## config.mk

```make
export PLATFORM = sky130hd
export DESIGN_NAME = seg_table_loader
export DESIGN_NICKNAME = d
export VERILOG_FILES = /design/src/rtl/stl_pkg.sv /design/src/rtl/stl_sel_check.sv /design/src/rtl/stl_desc_check.sv /design/src/rtl/stl_treg.sv /design/src/rtl/seg_table_loader.sv
export SDC_FILE = /design/constraint.sdc
export NUM_CORES = 1
export LEC_CHECK = 0
export ABC_AREA = 1
export ABC_CLOCK_PERIOD_IN_PS = 7300
export BUFFER_PORTS_ARGS = -buffer_cell sky130_fd_sc_hd__buf_2
export CAP_MARGIN = 15
export CORE_MARGIN = 1
export CORE_UTILIZATION = 45
export DETAILED_ROUTE_END_ITERATION = 10
export GPL_TIMING_DRIVEN = 1
export PLACE_DENSITY = 0.69
export REMOVE_ABC_BUFFERS = 1
export SLEW_MARGIN = 40
export SYNTH_ARGS = -nofsm -noshare
export SYNTH_HDL_FRONTEND = slang
export SYNTH_SLANG_ARGS = --single-unit
```

## constraint.sdc

```tcl
create_clock -name clk -period 7.3 [get_ports clk]
set_input_delay 0.365 -clock clk [delete_from_list [all_inputs] [get_ports clk]]
set_output_delay 0.365 -clock clk [all_outputs]
set_load 0.005 [all_outputs]
```

## src/rtl/stl_pkg.sv

```systemverilog
package stl_pkg;

  typedef enum logic [2:0] {
    ST_IDLE,
    ST_CHECK,
    ST_READ_LO,
    ST_READ_HI,
    ST_VALIDATE,
    ST_WRITE_BUSY,
    ST_DONE
  } stl_state_e;

  localparam logic [7:0] VEC_PROT   = 8'd13;
  localparam logic [7:0] VEC_ABSENT = 8'd11;

  localparam int SEL_TI_BIT  = 2;
  localparam int DSC_TYPE_LO = 8;
  localparam int DSC_BUSY    = 9;
  localparam int DSC_S_BIT   = 12;
  localparam int DSC_P_BIT   = 15;

  localparam logic [3:0] TYPE_LOCAL_TABLE = 4'h2;
  localparam logic [3:0] TYPE_TASK16_FREE = 4'h1;
  localparam logic [3:0] TYPE_TASK32_FREE = 4'h9;

  localparam int NUM_TARGETS = 2;
  localparam int TGT_LOCAL   = 0;
  localparam int TGT_TASK    = 1;

  typedef struct packed {
    logic [15:0] sel;
    logic [31:0] lo;
    logic [31:0] hi;
    logic        valid;
  } stl_treg_t;

endpackage

```

## src/rtl/stl_sel_check.sv

```systemverilog
module stl_sel_check
  import stl_pkg::*;
(
  input  logic        op_task,
  input  logic [15:0] sel,
  input  logic [1:0]  cpl,
  input  logic [15:0] limit,
  output logic        chk_fault,
  output logic [15:0] chk_code,
  output logic        null_local
);

  logic        is_null;
  logic [15:0] entry_end;
  logic [15:0] masked_sel;

  assign is_null    = (sel[15:2] == 14'd0);
  assign entry_end  = {sel[15:3], 3'b111};
  assign masked_sel = {sel[15:2], 2'b00};

  always_comb begin
    chk_fault  = 1'b0;
    chk_code   = 16'd0;
    null_local = 1'b0;
    if (cpl != 2'd0) begin
      chk_fault = 1'b1;
    end else if (is_null) begin
      if (op_task) chk_fault  = 1'b1;
      else         null_local = 1'b1;
    end else if (sel[SEL_TI_BIT]) begin
      chk_fault = 1'b1;
      chk_code  = masked_sel;
    end else if (entry_end > limit) begin
      chk_fault = 1'b1;
      chk_code  = masked_sel;
    end
  end

endmodule

```

## src/rtl/stl_desc_check.sv

```systemverilog
module stl_desc_check
  import stl_pkg::*;
(
  input  logic        op_task,
  input  logic [31:0] hi_word,
  output logic        type_ok,
  output logic        present
);

  logic [3:0] dtype;
  logic       is_system;

  assign dtype     = hi_word[DSC_TYPE_LO +: 4];
  assign is_system = ~hi_word[DSC_S_BIT];
  assign present   = hi_word[DSC_P_BIT];

  always_comb begin
    if (!is_system)   type_ok = 1'b0;
    else if (op_task) type_ok = (dtype == TYPE_TASK16_FREE) || (dtype == TYPE_TASK32_FREE);
    else              type_ok = (dtype == TYPE_LOCAL_TABLE);
  end

endmodule

```

## src/rtl/stl_treg.sv

```systemverilog
module stl_treg
  import stl_pkg::*;
(
  input  logic        clk,
  input  logic        rst_n,
  input  logic        load,
  input  logic        inval,
  input  logic [15:0] sel,
  input  logic [31:0] lo,
  input  logic [31:0] hi,
  output stl_treg_t   q
);

  always_ff @(posedge clk or negedge rst_n) begin
    if (!rst_n) begin
      q <= '0;
    end else if (load) begin
      q.sel   <= sel;
      q.lo    <= lo;
      q.hi    <= hi;
      q.valid <= 1'b1;
    end else if (inval) begin
      q.sel   <= sel;
      q.valid <= 1'b0;
    end
  end

  assert_load_valid_R9: assert property (@(posedge clk) disable iff (!rst_n)
    load |=> (q.valid && q.sel == $past(sel) && q.hi == $past(hi)));

  assert_null_invalid_R2: assert property (@(posedge clk) disable iff (!rst_n)
    (inval && !load) |=> (!q.valid && $stable(q.lo) && $stable(q.hi)));

endmodule

```

## src/rtl/seg_table_loader.sv

```systemverilog
module seg_table_loader
  import stl_pkg::*;
#(
  parameter int ADDR_W = 32
) (
  input  logic              clk,
  input  logic              rst_n,
  input  logic              start,
  input  logic              op_task,
  input  logic [15:0]       sel_in,
  input  logic [1:0]        cpl,
  input  logic [ADDR_W-1:0] gdt_base,
  input  logic [15:0]       gdt_limit,
  output logic              mem_req,
  output logic              mem_we,
  output logic [ADDR_W-1:0] mem_addr,
  output logic [31:0]       mem_wdata,
  input  logic              mem_ack,
  input  logic [31:0]       mem_rdata,
  output logic              busy,
  output logic              done,
  output logic              fault,
  output logic [7:0]        fault_vec,
  output logic [15:0]       fault_code,
  output logic [15:0]       ldt_sel,
  output logic [31:0]       ldt_lo,
  output logic [31:0]       ldt_hi,
  output logic              ldt_valid,
  output logic [15:0]       tr_sel,
  output logic [31:0]       tr_lo,
  output logic [31:0]       tr_hi,
  output logic              tr_valid
);

  localparam logic [ADDR_W-1:0] HI_OFFSET = ADDR_W'(4);
  localparam logic [31:0]       BUSY_MASK = 32'h1 << DSC_BUSY;

  stl_state_e        state_q, state_d;
  logic              op_q;
  logic [15:0]       sel_q;
  logic [1:0]        cpl_q;
  logic [ADDR_W-1:0] base_q;
  logic [15:0]       limit_q;
  logic [31:0]       lo_q, hi_q;
  logic              fault_q;
  logic [7:0]        vec_q;
  logic [15:0]       code_q;

  logic              accept;
  logic              chk_fault, null_local;
  logic [15:0]       chk_code;
  logic              type_ok, present;
  logic [ADDR_W-1:0] entry_addr;
  logic [15:0]       masked_sel;

  logic              set_fault;
  logic [7:0]        set_vec;
  logic [15:0]       set_code;
  logic              lo_en, hi_en;
  logic              commit_ok;
  logic [NUM_TARGETS-1:0] tgt_load, tgt_inval;
  stl_treg_t         tgt_q [NUM_TARGETS];

  assign accept     = (state_q == ST_IDLE) && start;
  assign entry_addr = base_q + ADDR_W'({sel_q[15:3], 3'b000});
  assign masked_sel = {sel_q[15:2], 2'b00};

  stl_sel_check u_sel_check (
    .op_task    (op_q),
    .sel        (sel_q),
    .cpl        (cpl_q),
    .limit      (limit_q),
    .chk_fault  (chk_fault),
    .chk_code   (chk_code),
    .null_local (null_local)
  );

  stl_desc_check u_desc_check (
    .op_task (op_q),
    .hi_word (hi_q),
    .type_ok (type_ok),
    .present (present)
  );

  // Next-state logic
  always_comb begin
    state_d = state_q;
    case (state_q)
      ST_IDLE:       if (start) state_d = ST_CHECK;
      ST_CHECK:      state_d = (chk_fault || null_local) ? ST_DONE : ST_READ_LO;
      ST_READ_LO:    if (mem_ack) state_d = ST_READ_HI;
      ST_READ_HI:    if (mem_ack) state_d = ST_VALIDATE;
      ST_VALIDATE: begin
        if (!type_ok || !present) state_d = ST_DONE;
        else if (op_q)            state_d = ST_WRITE_BUSY;
        else                      state_d = ST_DONE;
      end
      ST_WRITE_BUSY: if (mem_ack) state_d = ST_DONE;
      ST_DONE:       state_d = ST_IDLE;
      default:       state_d = ST_IDLE;
    endcase
  end

  // Fault selection: type check ranks above the present check
  always_comb begin
    set_fault = 1'b0;
    set_vec   = VEC_PROT;
    set_code  = 16'd0;
    if (state_q == ST_CHECK && chk_fault) begin
      set_fault = 1'b1;
      set_code  = chk_code;
    end else if (state_q == ST_VALIDATE && !type_ok) begin
      set_fault = 1'b1;
      set_code  = masked_sel;
    end else if (state_q == ST_VALIDATE && !present) begin
      set_fault = 1'b1;
      set_vec   = VEC_ABSENT;
      set_code  = masked_sel;
    end
  end

  assign lo_en     = (state_q == ST_READ_LO) && mem_ack;
  assign hi_en     = (state_q == ST_READ_HI) && mem_ack;
  assign commit_ok = (state_q == ST_VALIDATE) && type_ok && present;

  assign tgt_load[TGT_LOCAL]  = commit_ok && !op_q;
  assign tgt_load[TGT_TASK]   = commit_ok && op_q;
  assign tgt_inval[TGT_LOCAL] = (state_q == ST_CHECK) && null_local;
  assign tgt_inval[TGT_TASK]  = 1'b0;

  // State and datapath registers
  always_ff @(posedge clk or negedge rst_n) begin
    if (!rst_n) begin
      state_q <= ST_IDLE;
      op_q    <= 1'b0;
      sel_q   <= 16'd0;
      cpl_q   <= 2'd0;
      base_q  <= '0;
      limit_q <= 16'd0;
      lo_q    <= 32'd0;
      hi_q    <= 32'd0;
      fault_q <= 1'b0;
      vec_q   <= 8'd0;
      code_q  <= 16'd0;
    end else begin
      state_q <= state_d;
      if (accept) begin
        op_q    <= op_task;
        sel_q   <= sel_in;
        cpl_q   <= cpl;
        base_q  <= gdt_base;
        limit_q <= gdt_limit;
        fault_q <= 1'b0;
      end
      if (lo_en) lo_q <= mem_rdata;
      if (hi_en) hi_q <= mem_rdata;
      if (set_fault) begin
        fault_q <= 1'b1;
        vec_q   <= set_vec;
        code_q  <= set_code;
      end
    end
  end

  for (genvar g = 0; g < NUM_TARGETS; g++) begin : g_tgt
    stl_treg u_treg (
      .clk   (clk),
      .rst_n (rst_n),
      .load  (tgt_load[g]),
      .inval (tgt_inval[g]),
      .sel   (sel_q),
      .lo    (lo_q),
      .hi    (hi_q),
      .q     (tgt_q[g])
    );
  end

  assign mem_req   = (state_q == ST_READ_LO) || (state_q == ST_READ_HI) ||
                     (state_q == ST_WRITE_BUSY);
  assign mem_we    = (state_q == ST_WRITE_BUSY);
  assign mem_addr  = (state_q == ST_READ_LO) ? entry_addr : entry_addr + HI_OFFSET;
  assign mem_wdata = hi_q | BUSY_MASK;

  assign busy       = (state_q != ST_IDLE);
  assign done       = (state_q == ST_DONE);
  assign fault      = done && fault_q;
  assign fault_vec  = vec_q;
  assign fault_code = code_q;

  assign ldt_sel   = tgt_q[TGT_LOCAL].sel;
  assign ldt_lo    = tgt_q[TGT_LOCAL].lo;
  assign ldt_hi    = tgt_q[TGT_LOCAL].hi;
  assign ldt_valid = tgt_q[TGT_LOCAL].valid;
  assign tr_sel    = tgt_q[TGT_TASK].sel;
  assign tr_lo     = tgt_q[TGT_TASK].lo;
  assign tr_hi     = tgt_q[TGT_TASK].hi;
  assign tr_valid  = tgt_q[TGT_TASK].valid;

  assert_cpl_first_R1: assert property (@(posedge clk) disable iff (!rst_n)
    (state_q == ST_CHECK && cpl_q != 2'd0) |=>
      (done && fault && fault_vec == VEC_PROT && fault_code == 16'd0));

  assert_screen_no_access_R5: assert property (@(posedge clk) disable iff (!rst_n)
    (state_q == ST_CHECK && chk_fault) |=> (!mem_req && $stable(ldt_valid) && $stable(tr_valid)));

  assert_req_hold_R6: assert property (@(posedge clk) disable iff (!rst_n)
    (mem_req && !mem_ack) |=> (mem_req && $stable(mem_addr) && $stable(mem_we)));

  assert_absent_code_R8: assert property (@(posedge clk) disable iff (!rst_n)
    (fault && fault_vec == VEC_ABSENT) |-> (fault_code[1:0] == 2'b00 && fault_code != 16'd0));

  assert_busy_write_R10: assert property (@(posedge clk) disable iff (!rst_n)
    (mem_req && mem_we) |-> (op_q && tr_valid && mem_wdata[DSC_BUSY] &&
                             mem_addr == entry_addr + HI_OFFSET));

  assert_done_pulse_R11: assert property (@(posedge clk) disable iff (!rst_n)
    done |=> !done);

endmodule

```

## Yosys cells after proc, flatten, opt, wreduce, memory -nomap -nowiden

Index checks and enable logic that the tools add are counted.

| storage, ports and cells | value |
|---|---|
| flip-flop bits (word level) | 321 |
| latch bits | 0 |
| RAM bits | 0 |
| bits in read-only memories | 0 |
| input bits | 103 |
| memories | 0 |

| cells by class | value |
|---|---|
| add/subtract/negate cells | 2 |
| multipliers | 0 |
| div/mod/pow operators | 0 |
| $lt $le $gt $ge | 1 |
| equal/unequal tests | 13 |
| shift operators | 0 |
| multiplexer cells | 38 |
| bitwise logic cells | 0 |
| reductions and logical operators | 27 |

Operators by type and width:

| kind | count |
|---|---|
| $mux W16 | 9 |
| $add A32 B16 Y32 | 1 |
| $add A32 B3 Y32 const B | 1 |
| $mux W32 | 1 |
| $mux W3 | 8 |
| $pmux W3 S6 | 1 |
| $mux W1 | 17 |
| $gt A16 B16 Y1 | 1 |
| $logic_not A14 Y1 | 1 |
| $logic_and A1 B1 Y1 | 12 |
| $eq A3 B3 Y1 const B | 3 |
| $eq A3 B2 Y1 const B | 2 |
| $ne A2 B2 Y1 const B | 3 |
| $reduce_bool A2 Y1 | 3 |
| $logic_or A1 B1 Y1 | 5 |
| $eq A4 B1 Y1 const B | 1 |
| $eq A4 B2 Y1 const B | 1 |
| $eq A4 B4 Y1 const B | 1 |
| $mux W2 | 2 |
| $reduce_and A4 Y1 | 1 |
| $eq A3 B1 Y1 const B | 1 |
| $logic_not A1 Y1 | 3 |
| $logic_not A3 Y1 | 1 |
| $reduce_bool A3 Y1 | 1 |
| $ne A2 B1 Y1 const B | 1 |

## Depth between registers and ports, before layout

| logic depth | value |
|---|---|
| word-level depth | 9 |
| mapped depth | 20 |

## Hierarchy

From an unflattened synthesis, not the netlist that was laid out.

| unflattened totals | value |
|---|---|
| cell total of the unflattened synthesis | 2063 |
| area, all modules | 15892.7 µm² |

By module, submodules not included:

| module | instances | cells each | area each (µm²) | sequential area each (µm²) |
|---|---|---|---|---|
| seg_table_loader | 1 | 1246 | 8942.3 | 3853.7 |
| stl_treg | 2 | 343 | 3103.0 | 2026.9 |
| stl_sel_check | 1 | 122 | 701.9 | 0.0 |
| stl_desc_check | 1 | 9 | 42.5 | 0.0 |

## Worst setup path after synthesis

No wires, ideal clock.

| timing path | value |
|---|---|
| path type | register to output |
| from | reg base_q[3] |
| to | out mem_addr[26] |
| arrival | 2.251 ns |
| data required time | 6.935 ns |
| setup slack | 4.684 ns |
| cell stages (with the launch flop) | 21 |
| path buffers | 0 |
| cells stage by stage | dfrtp_1 -> ha_1 -> inv_1 -> fa_1 -> inv_1 -> nand2_1 -> nand2_1 -> nand3_1 -> nand2_1 -> nand2_1 -> nand2_1 -> nand2_1 -> nor2_1 -> nand2_1 -> nor2_2 -> nand3_1 -> nor2_2 -> nand2_1 -> nand2_1 -> nand2_1 -> inv_1 |

| between the ends | value |
|---|---|
| word-level cells in the longest chain between the ends | 3 |

Ends and longest elaborated chain:

| item | RTL line | text |
|---|---|---|
| from (decl) | seg_table_loader.sv:42 | `logic [ADDR_W-1:0] base_q;` |
| from (signal assigned) | seg_table_loader.sv:151 | `base_q <= gdt_base;` |
| $add A32 B16 Y32 (*) | seg_table_loader.sv:65 | `assign entry_addr = base_q + ADDR_W'({sel_q[15:3], 3'b000});` |
| $add A32 B3 Y32 | seg_table_loader.sv:181 | `assign mem_addr = (state_q == ST_READ_LO) ? entry_addr : entry_addr + HI_OFFSET;` |
| $mux W32 (*) | seg_table_loader.sv:181 |  |
| to (decl) | seg_table_loader.sv:16 | `output logic [ADDR_W-1:0] mem_addr,` |

Mark *: on every way between the ends. The rest lies on a longest branch, timed or not.

## Worst setup path in the final report

| timing path | value |
|---|---|
| from | reg sel_q[4] |
| to | out mem_addr[24] |

| between the ends | value |
|---|---|
| word-level cells in the longest chain between the ends | 3 |

Ends and longest elaborated chain:

| item | RTL line | text |
|---|---|---|
| from (decl) | seg_table_loader.sv:40 | `logic [15:0] sel_q;` |
| from (signal assigned) | seg_table_loader.sv:149 | `sel_q <= sel_in;` |
| $add A32 B16 Y32 (*) | seg_table_loader.sv:65 |  |
| $add A32 B3 Y32 | seg_table_loader.sv:181 |  |
| $mux W32 (*) | seg_table_loader.sv:181 |  |

Marked as above.

==> run summary <==
clk slew on worst S/H paths - 0.06 ns
IR drop worst, VDD - 221 uV
final setup fails - 0
CTS Sinks - 314
initial DRC count - 639
number of buffers inserted by port buffering - 350
CP Max Fanout - 6
Worst Path Arrival - 3.37 ns
CP most frequent cell - nand2_1
Die X - 185 um
crit-path max cell delay - 0.44 ns
post-DR vias/cell - 4.90
Die Y-Extent - 185 um
reg2reg end - fault_vec[0]
cell area after layout - 18,200 um2
Fin. Hold Viols - 0
FP Rows - 66
commonest cells after routing, fill and taps aside - 580 x nand2_1, 349 x buf_2, 314 x dfrtp_1
Critical Path Start Type - flip-flop
mapped cell area - 15,100 um2
worst hold-check path type - input port to flip-flop
total number of vias - 12,800
Post-Layout Cell Count - 2,611
number of global-route vias before repair - 12,800
Util after Layout - 55.4%
clk buf depth - 3
initial core utilization - 46.1%
final weighted congestion in routability-driven placement - 0.918
gr usage total - 25.3%
R2R cell count - 10
Slew HR - 46.8%
post-CTS resize count - 0
CP max stage cell - dfrtp_1
Num CTS Buffers - 36
Max Slew Vio Count - 0
Worst setup EP type - primary output
Hold WS - 0.0321 ns
synth top area cells - dfrtp_1 52%, nand2_1 14%, inv_1 6.2%
H-tree levels - 2
Placed Cells - 2,540
Worst Min Path Start - sel_in[0]
Antenna Violating Nets Remaining - 0
worst slew pin tran - 0.798 ns
sequential fraction of the synthesis area - 52.0%
Max Freq - 267 MHz
RSZ-0062 raised after global routing - false
post-synth cell types - 35
detailed-placement wirelength estimate - 31,100 um
wire per inst - 16.4 um
power per cell area - 412 nW/um2
Final nets - 2,269
Root Driver - clkbuf_16
reg2reg setup slack - 4.32 ns
Hold EP - sel_q[0]
Yosys warnings - 0
worst path bufs/invs - 3
worst hold path stage count - 3
flip-flop and latch count after synthesis - 314
delay-heaviest family, CP - simple AND/OR/NAND/NOR gates
Core Region - 32,800 um2
Clock Latency Late Sink - 0.53 ns
MaxCap Viol Count - 0
critical path class - flip-flop to primary output
largest net degree at the start of global routing - 111
Synth top area share - 52.0%
antenna violations before repair - 8
CP cell instances - inv_1, fa_1, inv_1, nand2_1, nand2_1, nand3_1, nand2_1, nand2_1, nand2_1, nand3_1, nor3_1, nand2_1, nor2_1, nand3_1, nand2_1, nand2_1, buf_2
CTS tree - yes
minimum clock period - 3.74 ns
status - complete, no violations
Synth Instances - 1,840
skew final - 0.0281 ns
syn_area_per_cell - 8.21 um2
leading area contributor after synthesis - dfrtp_1
I/O pins - 358
first-pass GRT wire length - 66,800 um
launch point of the worst reg-to-reg path - sel_q[5]
fin crit share - 51.2%
Post-Route Setup TNS - 0 ns
DRC - 0
dpl cell area - 16,900 um2
CP Data Required Time - 6.93 ns
GRT Residual Overflow - 0
synth-to-layout area growth - 20.4%
leak pwr - 10.1 nW
DRT Pass-1 Iters - 5
total die area - 34,300 um2
share of layout cells above drive strength 1 - 23.7%
commonest non-fill, non-tap cell in the layout - nand2_1
final wirelength - 42,900 um
[final cells by class]
class / count / area, um2
Tap cell: 442 / 553
Sequential cell: 314 / 7860
Clock inverter: 10 / 121
Timing Repair Buffer: 360 / 1910
Antenna cell: 6 / 15.0
Multi-Input combinational cell: 1173 / 5670
Inverter: 253 / 958
Fill cell: 3083 / 14600
Clock buffer: 53 / 1090
[metrics by stage]
| stage | setup slack, ns | total power, mW |
|---|---|---|
| 2_1_floorplan | 2.73 | 4.48 |
| 3_3_place_gp | 4.16 | 5.58 |
| 3_5_place_dp | 4.11 | 5.67 |
| 4_1_cts | 3.54 | 7.53 |
| 5_1_grt | 3.29 | 8.08 |
| 6_report | 3.56 | 7.48 |
[cell families (layout without fill, tap and decap cells)]
kind of cell	after synthesis	count (layout)	share of synthesized area [%]
DFF	314	314	52.0
muxes	2	2	0.149
buffers and inverters	358	676	10.7
xor gates and xnor gates	20	20	1.16
other	2	13	0.0497
and+or+nand+nor	838	838	22.7
AOI/OAI and AO/OA	278	278	10.8
adders and majority gates	28	28	2.37
[metal layers]
| metal | part of all wire (%) | GRT usage [%] | vias to the layer above |
|---|---|---|---|
| met5 | 0.051 | 0 | - |
| li1 | - | - | 6279 |
| met2 | 47 | 41.8 | 402 |
| met1 | 41 | 30.7 | 6014 |
| met4 | 3.9 | 10.7 | 4 |
| met3 | 8.6 | 7.53 | 94 |
[power breakdown]
| part | switching (mW) | leakage, nW | internal [mW] | total, mW |
|---|---|---|---|---|
| registers | 0.373 | 4.15 | 2.27 | 2.64 |
| clock network | 0.752 | 0.598 | 1.08 | 1.83 |
| logic | 1.94 | 5.35 | 1.07 | 3.01 |
| total | 3.06 | 10.1 | 4.42 | 7.48 |
[sequential cells by signal, summed over array words and instances, names as in the netlist]
register        flops
op_q                1
hi_q               32
state_q             3
cpl_q               2
fault_q             1
base_q             32
g_tgt.u_treg.q    162
lo_q               32
fault_vec           3
limit_q            16
fault_code         14
sel_q              16
[what timing repair did]
item | 4_1_cts | 5_1_grt
buffers inserted | 0 | 0
hold buffers | 1 | 0
hold endpoints to repair | 68 | 0
[worst reg2reg max path, cell delays in order, from the launching register on]
cell and delay (ns):
dfrtp_1 0.42, ha_1 0.31, a21oi_1 0.15, o21ai_0 0.09, o21ai_0 0.25, nand3_1 0.12, o2bb2ai_1 0.21, nand3_1 0.19
nand2_2 0.30, nand2_1 0.40, or2_2 0.42
[synth_stat cells]
cell / n
nand2_2: 9
xor2_1: 11
o21a_1: 1
nand3b_1: 2
clkbuf_1: 40
inv_1: 251
buf_4: 42
nand3_2: 3
nand3_1: 83
inv_2: 2
nand4_1: 20
dfrtp_1: 314
o211ai_1: 2
or2_2: 8
o21ai_2: 55
buf_6: 14
buf_2: 9
fa_1: 1
nor3_1: 13
conb_1: 2
nand2_1: 582
o2bb2ai_1: 1
nor2_2: 8
a21oi_1: 26
nor3_4: 1
o21ai_1: 16
a211oi_4: 1
nor2_4: 1
a21oi_2: 1
nor2_1: 105
nor4_1: 3
mux2_2: 2
ha_1: 27
xnor2_1: 9
o21ai_0: 175
[worst max-delay path by stage]
stage             start  cells past startpoint                     to  slack (ns)
2_1_floorplan      op_q                      7  g_tgt[0].u_treg.q[65]        2.73
3_3_place_gp   sel_q[4]                     17           mem_addr[24]        4.16
3_5_place_dp   sel_q[4]                     17           mem_addr[24]        4.11
4_1_cts        sel_q[4]                     17           mem_addr[24]        3.54
5_1_grt        sel_q[5]                     18           mem_addr[31]        3.29
6_report       sel_q[4]                     17           mem_addr[24]        3.56
(Power assumes the default switching activity.)
